--- src/rtl/cmp_latch_loader.sv ---
module cmp_latch_loader #(
  parameter int W = 16
) (
  input  logic         clk,
  input  logic         rst_n,
  input  logic         wr_en,
  input  logic [W-1:0] wr_data,
  input  logic [W-1:0] cnt,
  input  logic [W-1:0] period,
  input  logic [1:0]   cnt_mode,
  input  logic [1:0]   ld_sel,
  input  logic         cap_mode,
  output logic [W-1:0] latch_q,
  output logic         match
);

  localparam logic [1:0] SEL_WRITE = 2'b00;
  localparam logic [1:0] SEL_ZERO  = 2'b01;
  localparam logic [1:0] SEL_ENDS  = 2'b10;
  localparam logic [1:0] SEL_SELF  = 2'b11;
  localparam logic [1:0] MODE_UPDN = 2'b11;

  logic [W-1:0] ccr_q;
  logic         at_zero, at_period, at_self, updn;
  logic         event_hit;

  assign at_zero   = (cnt == '0);
  assign at_period = (cnt == period);
  assign at_self   = (cnt == latch_q);
  assign updn      = (cnt_mode == MODE_UPDN);
  assign match     = at_self;

  always_comb begin
    unique case (ld_sel)
      SEL_WRITE: event_hit = 1'b0;
      SEL_ZERO:  event_hit = at_zero;
      SEL_ENDS:  event_hit = at_zero | (updn & at_period);
      SEL_SELF:  event_hit = at_self;
      default:   event_hit = 1'b0;
    endcase
  end

  always_ff @(posedge clk or negedge rst_n) begin
    if (!rst_n)
      ccr_q <= '0;
    else if (wr_en)
      ccr_q <= wr_data;
  end

  always_ff @(posedge clk or negedge rst_n) begin
    if (!rst_n)
      latch_q <= '0;
    else if (!cap_mode) begin
      if (ld_sel == SEL_WRITE && wr_en)
        latch_q <= wr_data;
      else if (event_hit)
        latch_q <= ccr_q;
    end
  end

endmodule


--- config.mk ---
export PLATFORM = sky130hd
export DESIGN_NAME = cmp_latch_loader
export DESIGN_NICKNAME = d
export VERILOG_FILES = /design/src/rtl/cmp_latch_loader.sv
export SDC_FILE = /design/constraint.sdc
export NUM_CORES = 1
export LEC_CHECK = 0
export ABC_AREA = 1
export BUFFER_PORTS_ARGS = -buffer_cell sky130_fd_sc_hd__clkbuf_2
export CAP_MARGIN = 10
export CELL_PAD_IN_SITES_DETAIL_PLACEMENT = 0
export CELL_PAD_IN_SITES_GLOBAL_PLACEMENT = 1
export CORE_ASPECT_RATIO = 0.7
export CORE_MARGIN = 2
export CORE_UTILIZATION = 36
export CTS_BUF_LIST = sky130_fd_sc_hd__clkbuf_8 sky130_fd_sc_hd__clkbuf_16
export DETAILED_ROUTE_END_ITERATION = 7
export PLACE_DENSITY_LB_ADDON = 0.25
export REMOVE_ABC_BUFFERS = 1
export SYNTH_ARGS = -nofsm -noshare
export SYNTH_HDL_FRONTEND = slang
export SYNTH_SLANG_ARGS = --single-unit
--- constraint.sdc ---
create_clock -name clk -period 2.2 [get_ports clk]
set_input_delay 0.11 -clock clk [delete_from_list [all_inputs] [get_ports clk]]
set_output_delay 0.11 -clock clk [all_outputs]
set_load 0.05 [all_outputs]
[Yosys cells after proc, flatten, opt, wreduce, memory -nomap -nowiden]
Cells that the tools add are included.
Storage, ports and cells
  register bits: 32
  bits of input ports: 56
  output and inout bits: 17
  logic and storage cells: 19
Operators by class
  reduce and logical (&&, ||, !) cells: 5
  bitwise gates (word level): 3
  equal/unequal tests: 6
  mux-type cells: 3
Operators by type and width (count)
  16-bit equality test: 2
  16-bit 2-to-1 mux: 2
  16-bit logical NOT: 1
  2-bit equality test, second input constant: 3
  1-bit one-hot mux with 4 select lines: 1
  2-bit by 1-bit equality test with 1-bit output, second input constant: 1
  2-bit logical NOT: 1
  2-bit AND reduction: 1
  2-bit nonzero test: 1
  1-bit bitwise AND: 1
  1-bit logical AND: 1
  1-bit NOT: 1
  1-bit bitwise OR: 1

[Longest topological paths before layout]
Gate-level depths: netlist of the first run.
  word-level depth: 6
  gate-level depth with buffers: 14
  depth with buffers taken out: 13

[Least setup slack after synthesis of the first run]
Ideal clock, no wire load.
  path type: register to register
  start: reg latch_q[9]
  end: reg latch_q[10]
  arrival: 1662 ps
  cell stages (with the launch flop): 15
  slack: 419 ps
  cells stage by stage: dfrtp_1 inv_1 nand2_1 nand2_1 nor2_1 nand2_1 nor2_1 nand2_1 nand2_1 nand3_2 nand2_4 nand2_4 buf_6 nand2_1 nand2_1
On the way
  longest elaborated chain between the ends: 4
RTL lines
  from (decl): line 13  | output logic [W-1:0] latch_q,
  from (signal assigned): line 55  | latch_q <= wr_data;
  from (signal assigned): line 57  | latch_q <= ccr_q;
  16-bit equality test: line 29  | assign at_self = (cnt == latch_q);
  1-bit one-hot mux with 4 select lines: line 34  | unique case (ld_sel)
  2-bit nonzero test (no line)
  2-bit AND reduction (no line)
No other way between the ends.
A chain may end at the register's enable or synchronous reset.

[Final worst setup path of the first run]
  start: reg latch_q[5]
  end: reg latch_q[6]
Same word-level chain as after synthesis.

==> results of run 1 <==
[repair_timing]
| item | CTS | global route |
|---|---|---|
| endpoints found under the hold margin | 32 | 0 |
| hold buffers | 1 | 0 |
| buffers inserted | 0 | 0 |
[path summary, 6_finish.rpt]
check                       startpoint    endpoint  slack (ns)  cells after the start
min in group asynchronous        rst_n   ccr_q[10]        0.45                      2
setup reg to reg            latch_q[5]  latch_q[6]        0.51                     11
hold reg to reg             latch_q[1]  latch_q[1]        0.52                      2
hold / removal             wr_data[11]   ccr_q[11]        0.05                      3
max in group asynchronous        rst_n    ccr_q[1]        1.22                      2
setup / recovery            latch_q[5]  latch_q[6]        0.51                     11
[kinds of logic (layout without fill, tap and decap cells)]
logic type,Yosys count,after routing
AO/OA/AOI/OAI,36,36
AND/OR/NAND/NOR,190,190
flip-flops,32,32
XOR/XNOR,8,8
buffers and inverters,69,141
[metal layers]
| layer | vias up | GRT usage | wire, um | share of wire |
|---|---|---|---|---|
| met5 | - | 0 | 0 | 0 |
| met1 | 910 | 0.260 | 2860 | 0.53 |
| met4 | 0 | 0.0290 | 17 | 0.0032 |
| met2 | 50 | 0.275 | 2180 | 0.41 |
| met3 | 2 | 0.0469 | 306 | 0.057 |
| li1 | 1148 | - | - | - |
[stage by stage]
stage	hold WS [ns]	utilization
finish	0.0492	0.461
detailed placement	0.236	0.443
global placement	0.239	0.443
floorplan	-0.186	-
global route	0.0675	0.461
CTS	0.0475	0.461
[where the power goes]
part	total (uW)	leakage, uW	switching [uW]	internal, uW
logic	689	0.00116	491	197
clock network	489	0.0000503	211	278
registers	769	0.000393	87.7	681
[cell usage after synthesis (2+ instances only)]
library cell	n
xor2_1	8
o21ai_0	19
nand3_1	18
clkbuf_1	7
inv_1	57
a21oi_1	17
nor2_1	37
dfrtp_1	32
nand4_1	4
nand2_4	2
nand2_1	127
[critical path, stage by stage (launching register included)]
cell and delay (ns):
dfrtp_1 0.41, xor2_1 0.17, nor2_1 0.12, nand2_1 0.07, nor2_1 0.08, nand2_1 0.07
nand2_1 0.07, nand3_2 0.09, nand2_4 0.18, nand2_4 0.17, nand2_1 0.09, nand2_1 0.05
[cell type report]
| class | count | area (um^2) | area share |
|---|---|---|---|
| Timing Repair Buffer | 75 | 385 | 0.147 |
| Sequential cell | 32 | 801 | 0.306 |
| Inverter | 59 | 221 | 0.0846 |
| Clock buffer | 7 | 96.3 | 0.0368 |
| Multi-Input combinational cell | 234 | 1020 | 0.389 |
| Tap cell | 75 | 93.8 | 0.0359 |
[sequential cells by signal, summed over array words and instances (netlist names)]
name	cells
ccr_q	16
latch_q	16
==> flow_metrics.py, run 1 <==
metrics = {
    "logic_synthesis": {
        "synthArstFlopShare": 1.00,
        "synth_compound_area_frac": 0.0862,
        "synth_ff_type": "dfrtp_1",
        "synth_top_family_by_area": "simple AND/OR/NAND/NOR gates",
        "yosysWarningCount": 0,
        "ys_ff_latch": 32,
        "netlist-cell-type-count": 18,
        "synthMuxAreaShare": 0,
        "synthTopCellsByArea": "dfrtp_1 38%, nand2_1 23%, inv_1 10%",
        "yosysTopAreaCell": "dfrtp_1",
        "synth_top_area_share": 0.383,
        "synthAdderAreaFrac": 0,
        "netlist_instances": 335,
        "yosysSeqAreaShare": 0.383,
        "avgSynthCellArea_um2": 6.24,
        "synth_edf_count": 0,
        "synth-simple-area-share": 0.367,
        "synth_xor_xnor_area_share": 0.0335,
        "syn_area_um2": 2090,
    },
    "routing": {
        "drt-total-wl_um": 5370,
        "drt_iter0_drc": 77,
        "wl_per_cell_um": 11.1,
        "drc": 0,
        "dr.pass1.iters": 4,
        "via_count": 2110,
        "drt-vias-per-instance": 4.38,
        "drtAntennaViolNets": 0,
    },
    "floorplanning": {
        "io_pins": 73,
        "dieWidth_um": 95.1,
        "die_area_um2": 6440,
        "rows": 23,
        "start_util": 0.369,
        "design.core.area_um2": 5670,
        "die_height_um": 67.8,
    },
    "cells_and_area": {
        "final_common_cell": "nand2_1",
        "finalInstanceArea_um2": 2620,
        "nets": 463,
        "final_cell_mix": "127 x nand2_1, 72 x clkbuf_2, 57 x inv_1, 37 x nor2_1, 32 x dfrtp_1",
        "instances_no_fill": 482,
        "area_growth_syn_to_layout_pct": 25.1,
        "drive_gt1_frac": 0.209,
        "fill_cells": 612,
        "diodes": 0,
    },
    "global_routing": {
        "grt_max_degree": 33,
        "grt_pass1_vias": 1946,
        "grt_usage": 0.180,
        "antenna_found_initial": 0,
        "grt_pass1_wl_um": 8910,
        "grt_overflow": 0,
    },
    "setup_path": {
        "worstPathMaxFanout": 17,
        "cp.required_ns": 2.36,
        "crit_path_start_kind": "flip-flop",
        "worstPathArrival_ns": 1.85,
        "setup.worst_path.class": "flip-flop to flip-flop",
        "endpoint_kind": "flip-flop",
    },
    "sta": {
        "final_max_slew_viol_count": 0,
        "period_minus_slack_ns": 1.69,
        "fmax_mhz": 592,
        "setup_slack_ns": 0.511,
        "hold_violations": 0,
        "fin_skew_ns": 0.00755,
        "setup_viol": 0,
        "timing.final.crit_share": 0.768,
        "max_slew.worst_pin.slew_ns": 0.814,
        "slew_headroom": 0.457,
        "setup-tns-final_ns": 0,
        "rsz0062_at_grt": "false",
    },
    "clocking": {
        "cts_resized": 0,
        "clkTransAtPathRegs_ns": 0.07,
        "htree_num_levels": 2,
        "clock_latency_ns": 0.28,
        "cts_buffers": 5,
        "cts.sinks": 32,
        "tritoncts": "built",
        "cts_buffer_depth": 2,
        "root_buffer": "clkbuf_8",
    },
    "power": {
        "vdd_ir_drop_max_mv": 0.626,
        "cellLeakagePower_uw": 0.00161,
        "powerDensity_nw_per_um2": 744,
        "total_power_uw": 1950,
    },
    "placement": {
        "numPortBuffers": 72,
        "gp_congestion": 0.792,
        "pre_cts_ws_ns": 0.518,
        "place_area_um2": 2510,
        "place.detailed.hpwl_um": 4320,
        "place_inst": 474,
    },
    "flow_run": {
        "cap_violations": 0,
    },
    "min_path": {
        "hp-class": "input pin to flip-flop",
    },
    "outcome": {
        "status": "complete, no violations",
    },
}
Power figures use the tool's default switching activity.
==> run 2, diff against run 1 <==
CORE_UTILIZATION = 34   (was 36)
clock period = 1.7 ns   (was 2.2 ns; I/O delays follow)
==> flow_metrics.py, run 2 (synthesized netlist as in run 1, its figures left out) <==
metrics = {
    "sta": {
        "hold_violations": 0,
        "period_minus_slack_ns": 1.59,
        "max_slew.worst_pin.slew_ns": 0.815,
        "setup_viol": 0,
        "final_max_slew_viol_count": 0,
        "fmax_mhz": 630,
        "timing.final.crit_share": 0.934,
        "slew_headroom": 0.457,
        "fin_skew_ns": 0.00188,
        "rsz0062_at_grt": "true",
    },
    "setup_path": {
        "cp.required_ns": 1.92,
        "crit_path_start_kind": "flip-flop",
        "endpoint_kind": "flip-flop",
        "setup.worst_path.class": "flip-flop to flip-flop",
        "worstPathMaxFanout": 16,
        "worstPathArrival_ns": 1.81,
    },
    "global_routing": {
        "antenna_found_initial": 0,
        "grt_overflow": 0,
        "grt_max_degree": 34,
        "grt_pass1_vias": 2046,
        "grt_usage": 0.172,
        "grt_pass1_wl_um": 9560,
    },
    "routing": {
        "drt_iter0_drc": 68,
        "drc": 0,
        "drtAntennaViolNets": 0,
        "drt-vias-per-instance": 4.35,
        "via_count": 2141,
        "drt-total-wl_um": 5520,
        "dr.pass1.iters": 5,
        "wl_per_cell_um": 11.2,
    },
    "floorplanning": {
        "start_util": 0.358,
        "die_height_um": 69.6,
        "rows": 23,
        "die_area_um2": 6800,
        "io_pins": 73,
        "design.core.area_um2": 5840,
        "dieWidth_um": 97.7,
    },
    "clocking": {
        "tritoncts": "built",
        "htree_num_levels": 2,
        "cts_buffer_depth": 2,
        "clkTransAtPathRegs_ns": 0.07,
        "cts.sinks": 32,
        "cts_buffers": 5,
        "root_buffer": "clkbuf_8",
        "clock_latency_ns": 0.28,
    },
    "cells_and_area": {
        "area_growth_syn_to_layout_pct": 29.4,
        "utilization": 0.463,
        "drive_gt1_frac": 0.228,
        "final_cell_mix": "127 x nand2_1, 71 x clkbuf_2, 59 x inv_1, 36 x nor2_1, 31 x dfrtp_1",
        "nets": 472,
        "multi_input_area_um2": 1030,
        "instances_no_fill": 492,
        "final_common_cell": "nand2_1",
        "fill_cells": 681,
        "seq_area_um2": 802,
        "finalInstanceArea_um2": 2710,
        "largestRegisters": "ccr_q x16, latch_q x16",
        "diodes": 0,
    },
    "flow_run": {
        "cap_violations": 0,
    },
    "min_path": {
        "hp-class": "input pin to flip-flop",
    },
    "power": {
        "total_power_uw": 2550,
        "vdd_ir_drop_max_mv": 0.541,
        "cellLeakagePower_uw": 0.00165,
        "powerDensity_nw_per_um2": 943,
    },
    "outcome": {
        "status": "complete, no violations",
    },
    "placement": {
        "place_area_um2": 2540,
        "numPortBuffers": 72,
        "place_inst": 477,
        "place.detailed.hpwl_um": 4420,
        "gp_congestion": 0.778,
    },
}
run 2: power breakdown:
part / switching (uW) / total [uW] / internal (uW) / leakage, uW
combinational: 658 / 968 / 310 / 0.00121
clock: 278 / 596 / 318 / 0.0000538
sequential: 105 / 987 / 883 / 0.000392
total: 1040 / 2550 / 1510 / 0.00165
run 2: critical path, stage by stage, from the launching register on:
cell and delay [ns]:
dfrtp_1 0.42, xor2_1 0.18, nor2_1 0.09, nand2_1 0.10
nor2_1 0.10, nand2_1 0.07, nand2_1 0.07, nand3_2 0.09
nand2_4 0.11, buf_12 0.14, nand3_1 0.08, nand2_1 0.08
run 2: per-stage QoR:
step                hold slack, ns  setup WS (ns)  setup TNS [ns]
floorplan                   -0.211        -0.0763           -1.22
global placement             0.210          0.122               0
detailed placement           0.223          0.120               0
CTS                         0.0176         0.0395               0
global route                0.0300        -0.0730          -0.812
finish                      0.0213          0.112               0
run 2: final cells by class:
type | instances | area share
Clock buffer | 6 | 0.0305
Sequential cell | 32 | 0.296
Timing Repair Buffer | 84 | 0.173
Multi-Input combinational cell | 234 | 0.381
Inverter | 59 | 0.0819
Clock inverter | 2 | 0.00278
Tap cell | 75 | 0.0347
run 2: repair_timing:
action	in CTS	in global routing
gates resized for setup	0	6
endpoints found under the setup margin	0	17
hold endpoints to repair	32	0
hold buffers	1	0
buffers inserted	0	6
run 2: worst paths after layout:
check	slack, ns	from	depth (start not counted)	end
worst max-delay path	0.11	latch_q[5]	11	latch_q[3]
worst min-delay path	0.02	wr_data[4]	3	ccr_q[4]
worst max register to register	0.11	latch_q[5]	11	latch_q[3]
worst min register to register	0.52	ccr_q[12]	2	ccr_q[12]
max in group asynchronous	0.71	rst_n	2	latch_q[6]
min in group asynchronous	0.43	rst_n	2	latch_q[13]
run 2: per-layer routing:
metal	global-route usage	vias up	routed length (um)
met5	0	-	0
met3	0.0423	3	343
met4	0.0370	0	29
li1	-	1170	-
met1	0.253	914	2850
met2	0.254	54	2300
